$ cat config.mk
export PLATFORM = sky130hd
export DESIGN_NAME = clk_ratio_seq
export DESIGN_NICKNAME = d
export VERILOG_FILES = /design/src/rtl/crs_pkg.sv /design/src/rtl/crs_ratio_lut.sv /design/src/rtl/crs_wait_timer.sv /design/src/rtl/clk_ratio_seq.sv
export SDC_FILE = /design/constraint.sdc
export NUM_CORES = 1
export LEC_CHECK = 0
export BUFFER_PORTS_ARGS = -buffer_cell sky130_fd_sc_hd__buf_2
export CELL_PAD_IN_SITES_DETAIL_PLACEMENT = 2
export CELL_PAD_IN_SITES_GLOBAL_PLACEMENT = 2
export CORE_ASPECT_RATIO = 0.8
export CORE_MARGIN = 2
export CORE_UTILIZATION = 38
export CTS_CLUSTER_DIAMETER = 40
export DETAILED_ROUTE_END_ITERATION = 7
export GPL_TIMING_DRIVEN = 0
export PLACE_DENSITY_LB_ADDON = 0.1
export SYNTH_ARGS = -nofsm -noshare
export SYNTH_HDL_FRONTEND = slang
export SYNTH_SLANG_ARGS = --single-unit
$ cat constraint.sdc
create_clock -name clk_i -period 7.16 [get_ports clk_i]
set_clock_uncertainty 0.15 [all_clocks]
set_input_delay 1.074 -clock clk_i [delete_from_list [all_inputs] [get_ports clk_i]]
set_output_delay 1.074 -clock clk_i [all_outputs]
set_load 0.005 [all_outputs]
$ cat src/rtl/crs_pkg.sv
package crs_pkg;
  typedef enum logic [3:0] {
    S_IDLE, S_PLAN, S_SR_CLR, S_REFR, S_DRAIN, S_DIV, S_LOCK, S_SR_SET, S_NEXT
  } st_e;

  typedef enum logic [1:0] {K_UP12, K_DN21, K_GROW, K_SHRINK} kind_e;

  function automatic logic [2:0] ratio_code(int unsigned idx);
    case (idx)
      0: return 3'b000;
      1: return 3'b001;
      2: return 3'b011;
      3: return 3'b010;
      default: return 3'b100;
    endcase
  endfunction

  function automatic int unsigned ratio_div(int unsigned idx);
    case (idx)
      0: return 1;
      1: return 2;
      2: return 4;
      3: return 6;
      default: return 8;
    endcase
  endfunction

  function automatic int unsigned refr_count(longint unsigned hz, int unsigned ns,
                                             int unsigned per, int unsigned div,
                                             int unsigned maxv);
    longint unsigned num, den, q;
    num = hz * longint'(ns);
    den = longint'(per) * longint'(div) * 64'd1_000_000_000;
    q   = num / den;
    if (q > longint'(maxv)) return maxv;
    return int'(q);
  endfunction
endpackage

$ cat src/rtl/crs_ratio_lut.sv
module crs_ratio_lut import crs_pkg::*; #(
  parameter longint unsigned BASE_HZ = 500_000_000,
  parameter int unsigned REFR_NS     = 7800,
  parameter int unsigned CLKS_PER_CNT = 64,
  parameter int unsigned NUM_RATIOS  = 5,
  parameter int unsigned CNT_W       = 7,
  localparam int unsigned IDX_W      = 3
) (
  input  logic [IDX_W-1:0] idx_i,
  output logic [2:0]       code_o,
  output logic [CNT_W-1:0] cnt_o
);
  localparam int unsigned CNT_MAX = (1 << CNT_W) - 1;

  logic [2:0]       code_tab [NUM_RATIOS];
  logic [CNT_W-1:0] cnt_tab  [NUM_RATIOS];

  for (genvar g = 0; g < NUM_RATIOS; g++) begin : g_ent
    localparam int unsigned CNT_G =
      refr_count(BASE_HZ, REFR_NS, CLKS_PER_CNT, ratio_div(g), CNT_MAX);
    assign code_tab[g] = ratio_code(g);
    assign cnt_tab[g]  = CNT_W'(CNT_G);
  end

  always_comb begin
    code_o = '0;
    cnt_o  = '0;
    for (int i = 0; i < NUM_RATIOS; i++) begin
      if (idx_i == IDX_W'(i)) begin
        code_o = code_tab[i];
        cnt_o  = cnt_tab[i];
      end
    end
  end
endmodule

$ cat src/rtl/crs_wait_timer.sv
module crs_wait_timer #(
  parameter int unsigned TW = 17
) (
  input  logic          clk_i,
  input  logic          rst_ni,
  input  logic          load_i,
  input  logic [TW-1:0] val_i,
  output logic          expire_o
);
  logic [TW-1:0] cnt_q;

  always_ff @(posedge clk_i or negedge rst_ni) begin
    if (!rst_ni)            cnt_q <= '0;
    else if (load_i)        cnt_q <= val_i;
    else if (cnt_q != '0)   cnt_q <= cnt_q - TW'(1);
  end

  // expire marks the last cycle of a wait of val_i cycles
  assign expire_o = (cnt_q == TW'(1));


  // no_reload_while_counting_chk: a wait is never cut short by a new load
  no_reload_while_counting_chk: assert property (@(posedge clk_i) disable iff (!rst_ni)
    load_i |-> (cnt_q <= TW'(1)));
endmodule

$ cat src/rtl/clk_ratio_seq.sv
module clk_ratio_seq import crs_pkg::*; #(
  parameter longint unsigned BASE_HZ  = 500_000_000,
  parameter int unsigned REFR_NS      = 7800,
  parameter int unsigned CLKS_PER_CNT = 64,
  parameter int unsigned LOCK_CYCLES  = 16,
  parameter int unsigned DRAIN_MARGIN = 64,
  parameter int unsigned CNT_W        = 7
) (
  input  logic             clk_i,
  input  logic             rst_ni,
  input  logic             start_i,
  input  logic [2:0]       tgt_idx_i,
  output logic             busy_o,
  output logic             done_o,
  output logic             err_o,
  output logic [2:0]       div_sel_o,
  output logic             sref_en_o,
  output logic [CNT_W-1:0] refr_cnt_o
);
  localparam int unsigned NUM_RATIOS = 5;
  localparam int unsigned IDX_W      = 3;
  localparam int unsigned CNT_MAX    = (1 << CNT_W) - 1;
  localparam int unsigned DRAIN_MAX  = CLKS_PER_CNT * 2 * CNT_MAX * 8 + DRAIN_MARGIN;
  localparam int unsigned TW         = $clog2(DRAIN_MAX + 1);
  localparam logic [CNT_W-1:0] REFR_RST =
    CNT_W'(refr_count(BASE_HZ, REFR_NS, CLKS_PER_CNT, 1, CNT_MAX));

  st_e              st_q;
  kind_e            kind_q, nxt_kind;
  logic [IDX_W-1:0] cur_q, hop_q, fin_q, nxt_hop;
  logic [2:0]       div_q, hop_code;
  logic             sref_q, done_q, err_q;
  logic [CNT_W-1:0] refr_q, hop_cnt;
  logic             tmr_load, tmr_exp, drain_need;
  logic [TW-1:0]    tmr_val, drain_val;

  crs_ratio_lut #(
    .BASE_HZ(BASE_HZ), .REFR_NS(REFR_NS), .CLKS_PER_CNT(CLKS_PER_CNT),
    .NUM_RATIOS(NUM_RATIOS), .CNT_W(CNT_W)
  ) u_lut (
    .idx_i(hop_q), .code_o(hop_code), .cnt_o(hop_cnt)
  );

  crs_wait_timer #(.TW(TW)) u_tmr (
    .clk_i(clk_i), .rst_ni(rst_ni), .load_i(tmr_load), .val_i(tmr_val),
    .expire_o(tmr_exp)
  );

  // route 1 <-> {4,6,8} through ratio 2
  always_comb begin
    if ((cur_q == '0 && fin_q >= IDX_W'(2)) || (cur_q >= IDX_W'(2) && fin_q == '0))
      nxt_hop = IDX_W'(1);
    else
      nxt_hop = fin_q;
    if (cur_q == '0 && nxt_hop == IDX_W'(1))      nxt_kind = K_UP12;
    else if (cur_q == IDX_W'(1) && nxt_hop == '0) nxt_kind = K_DN21;
    else if (nxt_hop > cur_q)                     nxt_kind = K_GROW;
    else                                          nxt_kind = K_SHRINK;
  end

  // refr_q still holds the old count when S_REFR evaluates this
  assign drain_need = (kind_q == K_UP12 || kind_q == K_SHRINK) && !sref_q;
  assign drain_val  = TW'(CLKS_PER_CNT) * (TW'(refr_q) + TW'(hop_cnt))
                    * TW'(ratio_div(32'(cur_q))) + TW'(DRAIN_MARGIN);

  always_comb begin
    tmr_load = 1'b0;
    tmr_val  = TW'(LOCK_CYCLES);
    if (st_q == S_DIV) begin
      tmr_load = 1'b1;
    end else if (st_q == S_REFR && drain_need) begin
      tmr_load = 1'b1;
      tmr_val  = drain_val;
    end
  end

  always_ff @(posedge clk_i or negedge rst_ni) begin
    if (!rst_ni) begin
      st_q   <= S_IDLE;
      kind_q <= K_UP12;
      cur_q  <= '0;
      hop_q  <= '0;
      fin_q  <= '0;
      div_q  <= 3'b000;
      sref_q <= 1'b0;
      refr_q <= REFR_RST;
      done_q <= 1'b0;
      err_q  <= 1'b0;
    end else begin
      done_q <= 1'b0;
      err_q  <= 1'b0;
      case (st_q)
        S_IDLE: if (start_i) begin
          if (tgt_idx_i >= IDX_W'(NUM_RATIOS)) begin
            done_q <= 1'b1;
            err_q  <= 1'b1;
          end else if (tgt_idx_i == cur_q) begin
            done_q <= 1'b1;
          end else begin
            fin_q <= tgt_idx_i;
            st_q  <= S_PLAN;
          end
        end
        S_PLAN: if (cur_q == fin_q) begin
          done_q <= 1'b1;
          st_q   <= S_IDLE;
        end else begin
          hop_q  <= nxt_hop;
          kind_q <= nxt_kind;
          case (nxt_kind)
            K_UP12, K_GROW: st_q <= S_REFR;
            K_DN21:         st_q <= S_SR_CLR;
            default:        st_q <= S_DIV;
          endcase
        end
        S_SR_CLR: begin
          sref_q <= 1'b0;
          st_q   <= S_DIV;
        end
        S_REFR: begin
          refr_q <= hop_cnt;
          if (drain_need)
            st_q <= S_DRAIN;
          else
            st_q <= (kind_q == K_UP12 || kind_q == K_GROW) ? S_DIV : S_NEXT;
        end
        S_DRAIN: if (tmr_exp) st_q <= (kind_q == K_UP12) ? S_DIV : S_NEXT;
        S_DIV: begin
          div_q <= hop_code;
          st_q  <= S_LOCK;
        end
        S_LOCK: if (tmr_exp) begin
          case (kind_q)
            K_UP12:  st_q <= S_SR_SET;
            K_GROW:  st_q <= S_NEXT;
            default: st_q <= S_REFR;
          endcase
        end
        S_SR_SET: begin
          sref_q <= 1'b1;
          st_q   <= S_NEXT;
        end
        S_NEXT: begin
          cur_q <= hop_q;
          st_q  <= S_PLAN;
        end
        default: st_q <= S_IDLE;
      endcase
    end
  end

  assign busy_o     = (st_q != S_IDLE);
  assign done_o     = done_q;
  assign err_o      = err_q;
  assign div_sel_o  = div_q;
  assign sref_en_o  = sref_q;
  assign refr_cnt_o = refr_q;


  legal_code_chk: assert property (@(posedge clk_i) disable iff (!rst_ni)
    div_sel_o inside {3'b000, 3'b001, 3'b011, 3'b010, 3'b100});

  lock_quiet_chk: assert property (@(posedge clk_i) disable iff (!rst_ni)
    (st_q == S_LOCK) |=> ($stable(div_sel_o) && $stable(sref_en_o) && $stable(refr_cnt_o)));

  busy_start_ignored_chk: assert property (@(posedge clk_i) disable iff (!rst_ni)
    (busy_o && start_i) |=> $stable(fin_q));

  done_single_chk: assert property (@(posedge clk_i) disable iff (!rst_ni)
    done_o |=> !done_o);

  done_not_busy_chk: assert property (@(posedge clk_i) disable iff (!rst_ni)
    done_o |-> !busy_o);

  err_with_done_chk: assert property (@(posedge clk_i) disable iff (!rst_ni)
    err_o |-> done_o);

  sref_above_one_chk: assert property (@(posedge clk_i) disable iff (!rst_ni)
    (!busy_o && div_sel_o != 3'b000) |-> sref_en_o);
endmodule

# [After elaboration in Yosys (flattened, before gate mapping)]
# Index checks and enable logic that the tools add are counted.
# W data, S select, Z words.
[word_totals] reg_bits=45 elab_cells=116
[classes] addsub=3 mul=1 magnitude_cmp=4 eq_ne=28 mux=41 bitwise=3 n_reduce_logical=25
[ops] op="$mux W17" count=4
[ops] op="$pmux W4 S9" count=1
[ops] op="$mux W4" count=8
[ops] op="$mux W6" count=5
[ops] op="$add A17 B7 Y17 const B" count=1
[ops] op="$eq A17 B1 Y1 const B" count=1
[ops] op="$mul A8 B17 Y11" count=1
[ops] op="$reduce_bool A17 Y1" count=1
[ops] op="$sub A17 B1 Y17 const B" count=1
[ops] op="$eq A4 B3 Y1 const B" count=4
[ops] op="$pmux W4 S4" count=1
[ops] op="$eq A3 B2 Y1 const B" count=4
[ops] op="$logic_not A3 Y1" count=4
[ops] op="$mux W1" count=11
[ops] op="$ne A2 B2 Y1 const B" count=5
[ops] op="$eq A3 B1 Y1 const B" count=3
[ops] op="$mux W3" count=3
[ops] op="$add A7 B7 Y8" count=1
[ops] op="$eq A4 B2 Y1 const B" count=2
[ops] op="$mux W2" count=4
[ops] op="$pmux W4 S2" count=1
[ops] op="$eq A2 B2 Y1 const B" count=3
[ops] op="$eq A3 B3 Y1" count=2
[ops] op="$ge A3 B2 Y1 const B" count=2
[ops] op="20 further kinds" count=32

# [Depth between registers and ports, before layout]
[depth] depth_word=13 ltp_mapped=25 depth_no_buf=23

# [By module]
# A second synthesis with hierarchy kept.
[unflattened] cells_unflattened=476 area_unflattened_um2=4210.3
[modules_own_cells] mod="clk_ratio_seq" n_inst=1 cells_per_inst=341 area_each_um2=2986.6 seq_area_each_um2=705.7
[modules_own_cells] mod="crs_wait_timer" n_inst=1 cells_per_inst=119 area_each_um2=1123.6 seq_area_each_um2=425.4
[modules_own_cells] mod="crs_ratio_lut" n_inst=1 cells_per_inst=16 area_each_um2=100.1 seq_area_each_um2=0.0

# [Worst setup path after synthesis]
# OpenSTA, ideal clock, no wires.
[synth_timing] path_type="reg-to-reg" from="register hop_q[2]" to="register u_tmr.cnt_q[16]" arrival_time_ns=4.868 required_time_ns=6.872 path_slack_ns=2.004 path_stages_with_launch=21 n_path_buf=1 synth_period_minus_slack_ns=5.156 cell_sequence="dfrtp_1 -> clkbuf_1 -> inv_1 -> nand2_1 -> a21oi_1 -> ha_1 -> inv_1 -> fa_1 -> xor2_1 -> or3_1 -> fa_1 -> fa_1 -> inv_1 -> ha_1 -> a211oi_1 -> nor2_1 -> nor4b_1 -> nand3_1 -> nor3_1 -> xnor2_1 -> o22ai_1"
[synth_between] elab_cells_between_ends=16
[synth_lines] element="start, declared" line="clk_ratio_seq.sv:30" rtl="logic [IDX_W-1:0] cur_q, hop_q, fin_q, nxt_hop;"
[synth_lines] element="start signal, assigned" line="clk_ratio_seq.sv:108" rtl="hop_q <= nxt_hop;"
[synth_lines] element="$eq A3 B1 Y1" line="crs_ratio_lut.sv:29" rtl="if (idx_i == IDX_W'(i)) begin"
[synth_lines] element="$mux W6 (3 in series)" line="crs_ratio_lut.sv:29"
[synth_lines] element="$mux W6 (*)" line="crs_ratio_lut.sv:29"
[synth_lines] element="via hop_cnt[0]" line="clk_ratio_seq.sv:33" rtl="logic [CNT_W-1:0] refr_q, hop_cnt;"
[synth_lines] element="$add A7 B7 Y8 (*)" line="clk_ratio_seq.sv:63" rtl="assign drain_val = TW'(CLKS_PER_CNT) * (TW'(refr_q) + TW'(hop_cnt))"
[synth_lines] element="$mul A8 B17 Y11 (*)" line="clk_ratio_seq.sv:64" rtl="* TW'(ratio_div(32'(cur_q))) + TW'(DRAIN_MARGIN);"
[synth_lines] element="$add A17 B7 Y17 (*)" line="clk_ratio_seq.sv:64"
[synth_lines] element="$mux W17 (*)" line="clk_ratio_seq.sv:71" rtl="end else if (st_q == S_REFR && drain_need) begin"
[synth_lines] element="$mux W17 (*)" line="clk_ratio_seq.sv:69" rtl="if (st_q == S_DIV) begin"
[synth_lines] element="$mux W17 (*)" line="crs_wait_timer.sv:14" rtl="else if (load_i) cnt_q <= val_i;"
[synth_lines] element="end signal, assigned" line="crs_wait_timer.sv:14"
[synth_lines] element="end signal, assigned" line="crs_wait_timer.sv:15" rtl="else if (cnt_q != '0) cnt_q <= cnt_q - TW'(1);"
[synth_lines] element="end, declared" line="crs_wait_timer.sv:10" rtl="logic [TW-1:0] cnt_q;"
# The timed path passes the listed nets; every way through them passes the cells marked *.
# A chain may end at the register's enable or synchronous reset.

# [Worst setup path after layout]
# Same ends and word-level chain as after synthesis.

==> results.cfg <==
[floorplanning]
initial_core_util_pct = 39.2
io_pins = 20
die_h_um = 93.5
die_area_um2 = 10800
core_um2 = 9690
rows = 32
fp.dieW_um = 116

[critical_path]
cp_max_fo = 10
arrival_ns = 5.96
cpMostUsedCell = inv_1
endpoint_kind = flip-flop
slowest_delay_ns = 0.58
crit_slowest_cell = nor4b_1
cp-start-kind = flip-flop
critical_path.cell_chain = clkbuf_1 -> inv_1 -> xnor2_1 -> inv_1 -> ha_1 -> a21o_1 -> a21oi_1 -> xnor2_1 -> nor2_1 -> fa_1 -> inv_1 -> fa_1 -> inv_1 -> ha_1 -> a211oi_1 -> nor2_1 -> nor4b_1 -> nand3_1 -> nor3_1 -> xnor2_1 -> o22ai_1
crit_type = reg2reg
cp.required_ns = 7.17

[min_path]
hp-class = reg2reg

[logic_synthesis]
synthFlopType = dfrtp_1
synth_area_um2 = 3800
yosys.cell_types.count = 60
synth_nets = 500
synth-seq-cells = 44
post_synth.cell_area_avg_um2 = 8.41
synth_edf_count = 0
synth_cells = 452
ys_seq_area_share_pct = 29.1
ys_warn_count = 0
async_reset_ff_share_pct = 100

[clock_network]
cts_made_buffers = 5
clock_latency_ns = 0.29
cts_sinks = 44
path_clk_slew_ns = 0.07
root_buffer = clkbuf_16
cts.htree.levels = 2
cts_resized = 0
post-cts-setup-buffers = 0
cts_tree = done
cts_hold_buf = 0
clockBufferDepth = 2

[routing]
antenna_left = 0
drt-total-wl_um = 10400
routed_via_density = 5.44
dr.pass1.iters = 4
drc = 0
avgRoutedWirePerCell_um = 17.0
vias = 3337
first_iter_violations = 109

[grt]
grt_pass1_wl_um = 17900
grt_pass1_vias = 3643
grt_use_total_pct = 20.8
grt_overflow = 0
grt_start_max_net_pins = 45
antenna_found_initial = 0

[pwr]
pwr-share-clk_pct = 46.9
switching_share_pct = 22.4
power_density_nw_per_um2 = 116
p_comb_share_pct = 2.1
internal-power_mw = 0.378
switching_power_mw = 0.109
power_leakage_nw = 1.96
p_seq_share_pct = 51.0
fin_total_pwr_mw = 0.487
irDropWorstVdd_v = 0.0000683

[final_layout]
multi_input_area_um2 = 2450
final_cell_mix = nor2_1 (58), inv_1 (43), dfrtp_1 (40), a21oi_1 (32), ha_1 (31)
drive_above_1_share_pct = 10.9
fin_cells = 613
regArea_um2 = 1110
finalNetCount = 525
synthToLayoutAreaGrowth_pct = 10.5
diodes = 0
n_fill_cell = 1132
final_common_cell = nor2_1

[sta]
setup_slack_ns = 1.21
rsz0062_at_grt = false
period_needed_ns = 5.95
post-route-period-util_pct = 83.1
fmax_mhz = 168
max-slew-margin-rel_pct = 23.5
slew_violations = 0
hold_violations = 0
worst_pin_slew_ns = 1.14
final.setup.tns_ns = 0
setup_viol = 0

[placement]
post-place-cells = 606
io_buffers = 18
dp_hpwl_um = 8110
place.gp.congestion = 0.771
place_ws_ns = 1.20

[status]
status = complete, no violations

[flow_run]
maxCapViolCount = 0
[metal layers]
| layer | wire length (um) | GRT usage, % |
|---|---|---|
| met1 | 5150 | 27.6 |
| met2 | 4990 | 36.1 |
| met3 | 181 | 3.05 |
| met4 | 87 | 3.97 |
| met5 | 0 | 0 |
[synthesized netlist by cell type (all sizes together), types with 11 or more instances]
| cell | n | area share, % |
|---|---|---|
| a21oi | 32 | 4.2 |
| clkbuf | 15 | 1.5 |
| dfrtp | 40 | 26 |
| fa | 11 | 5.8 |
| ha | 31 | 10 |
| inv | 43 | 4.2 |
| nand2 | 27 | 2.7 |
| nor2 | 59 | 5.9 |
| nor3 | 17 | 2.8 |
| o21ai | 26 | 3.4 |
| xnor2 | 17 | 3.9 |
| xor2 | 12 | 2.8 |
[path summary, 6_finish.rpt]
path,start,end,slack (ns),depth (start not counted)
worst max-delay path,hop_q[2],u_tmr.cnt_q[16],1.21,21
min in group asynchronous,rst_ni,st_q[3],0.82,1
worst min register to register,div_sel_o[1],div_sel_o[1],0.33,2
worst min-delay path,div_sel_o[1],div_sel_o[1],0.33,2
worst max register to register,hop_q[2],u_tmr.cnt_q[16],1.21,21
max in group asynchronous,rst_ni,refr_cnt_o[0],5.39,1
[flip-flops by register name, indices dropped and copies added (netlist names)]
name	cells
fin_q	3
err_o	1
hop_q	3
div_sel_o	3
sref_en_o	1
u_tmr.cnt_q	17
st_q	4
cur_q	3
done_o	1
refr_cnt_o	6
kind_q	2
[layout make-up]
class | count | share of cell area (%)
flip-flops and latches | 44 | 26.3
clock inverters | 2 | 0.298
well taps | 136 | 4.05
multi-input cells | 347 | 58.4
repair buffers | 18 | 2.14
plain buffers | 18 | 1.91
clock buffers | 5 | 2.98
inverters | 43 | 3.84
[logic make-up (layout without fill, tap and decap cells)]
logic type,count (synthesis),count (layout),share of synthesized area (%)
and+or+nand+nor,161,161,21.7
AOI/OAI and AO/OA,104,104,17.1
buffers and inverters,61,86,6.35
DFF,44,44,29.1
adders and majority gates,42,42,16.0
xor gates and xnor gates,29,29,6.68
muxes,10,10,2.93
other,1,1,0.0986
[stage by stage]
step | utilization, % | hold slack [ns] | cell area (um^2)
after floorplan | - | 0.323 | 3800
after global placement | 41.9 | 0.305 | 4060
after detailed placement | 41.9 | 0.315 | 4060
after CTS | 43.3 | 0.329 | 4200
after global routing | 43.3 | 0.343 | 4200
final | 43.3 | 0.327 | 4200
[power by group through the flow]
stage / combinational (mW) / sequential (mW) / clock, mW
finish: 0.0103 / 0.249 / 0.228
global route: 0.0119 / 0.248 / 0.245
CTS: 0.0110 / 0.249 / 0.234
detailed placement: 0.0110 / 0.253 / 0
global placement: 0.0106 / 0.253 / 0
floorplan: 0.00220 / 0.253 / 0
[worst max-delay path: cells and delay by family, from the launching register on]
family / cells / cell delay, ns
AO/OA/AOI/OAI: 4 / 1.05
flip-flops: 1 / 0.36
XOR/XNOR: 3 / 0.78
adder cells (fa/ha/maj): 4 / 1.55
AND/OR/NAND/NOR: 5 / 1.26
buffers and inverters: 5 / 0.69
Power figures use the tool's default switching activity.
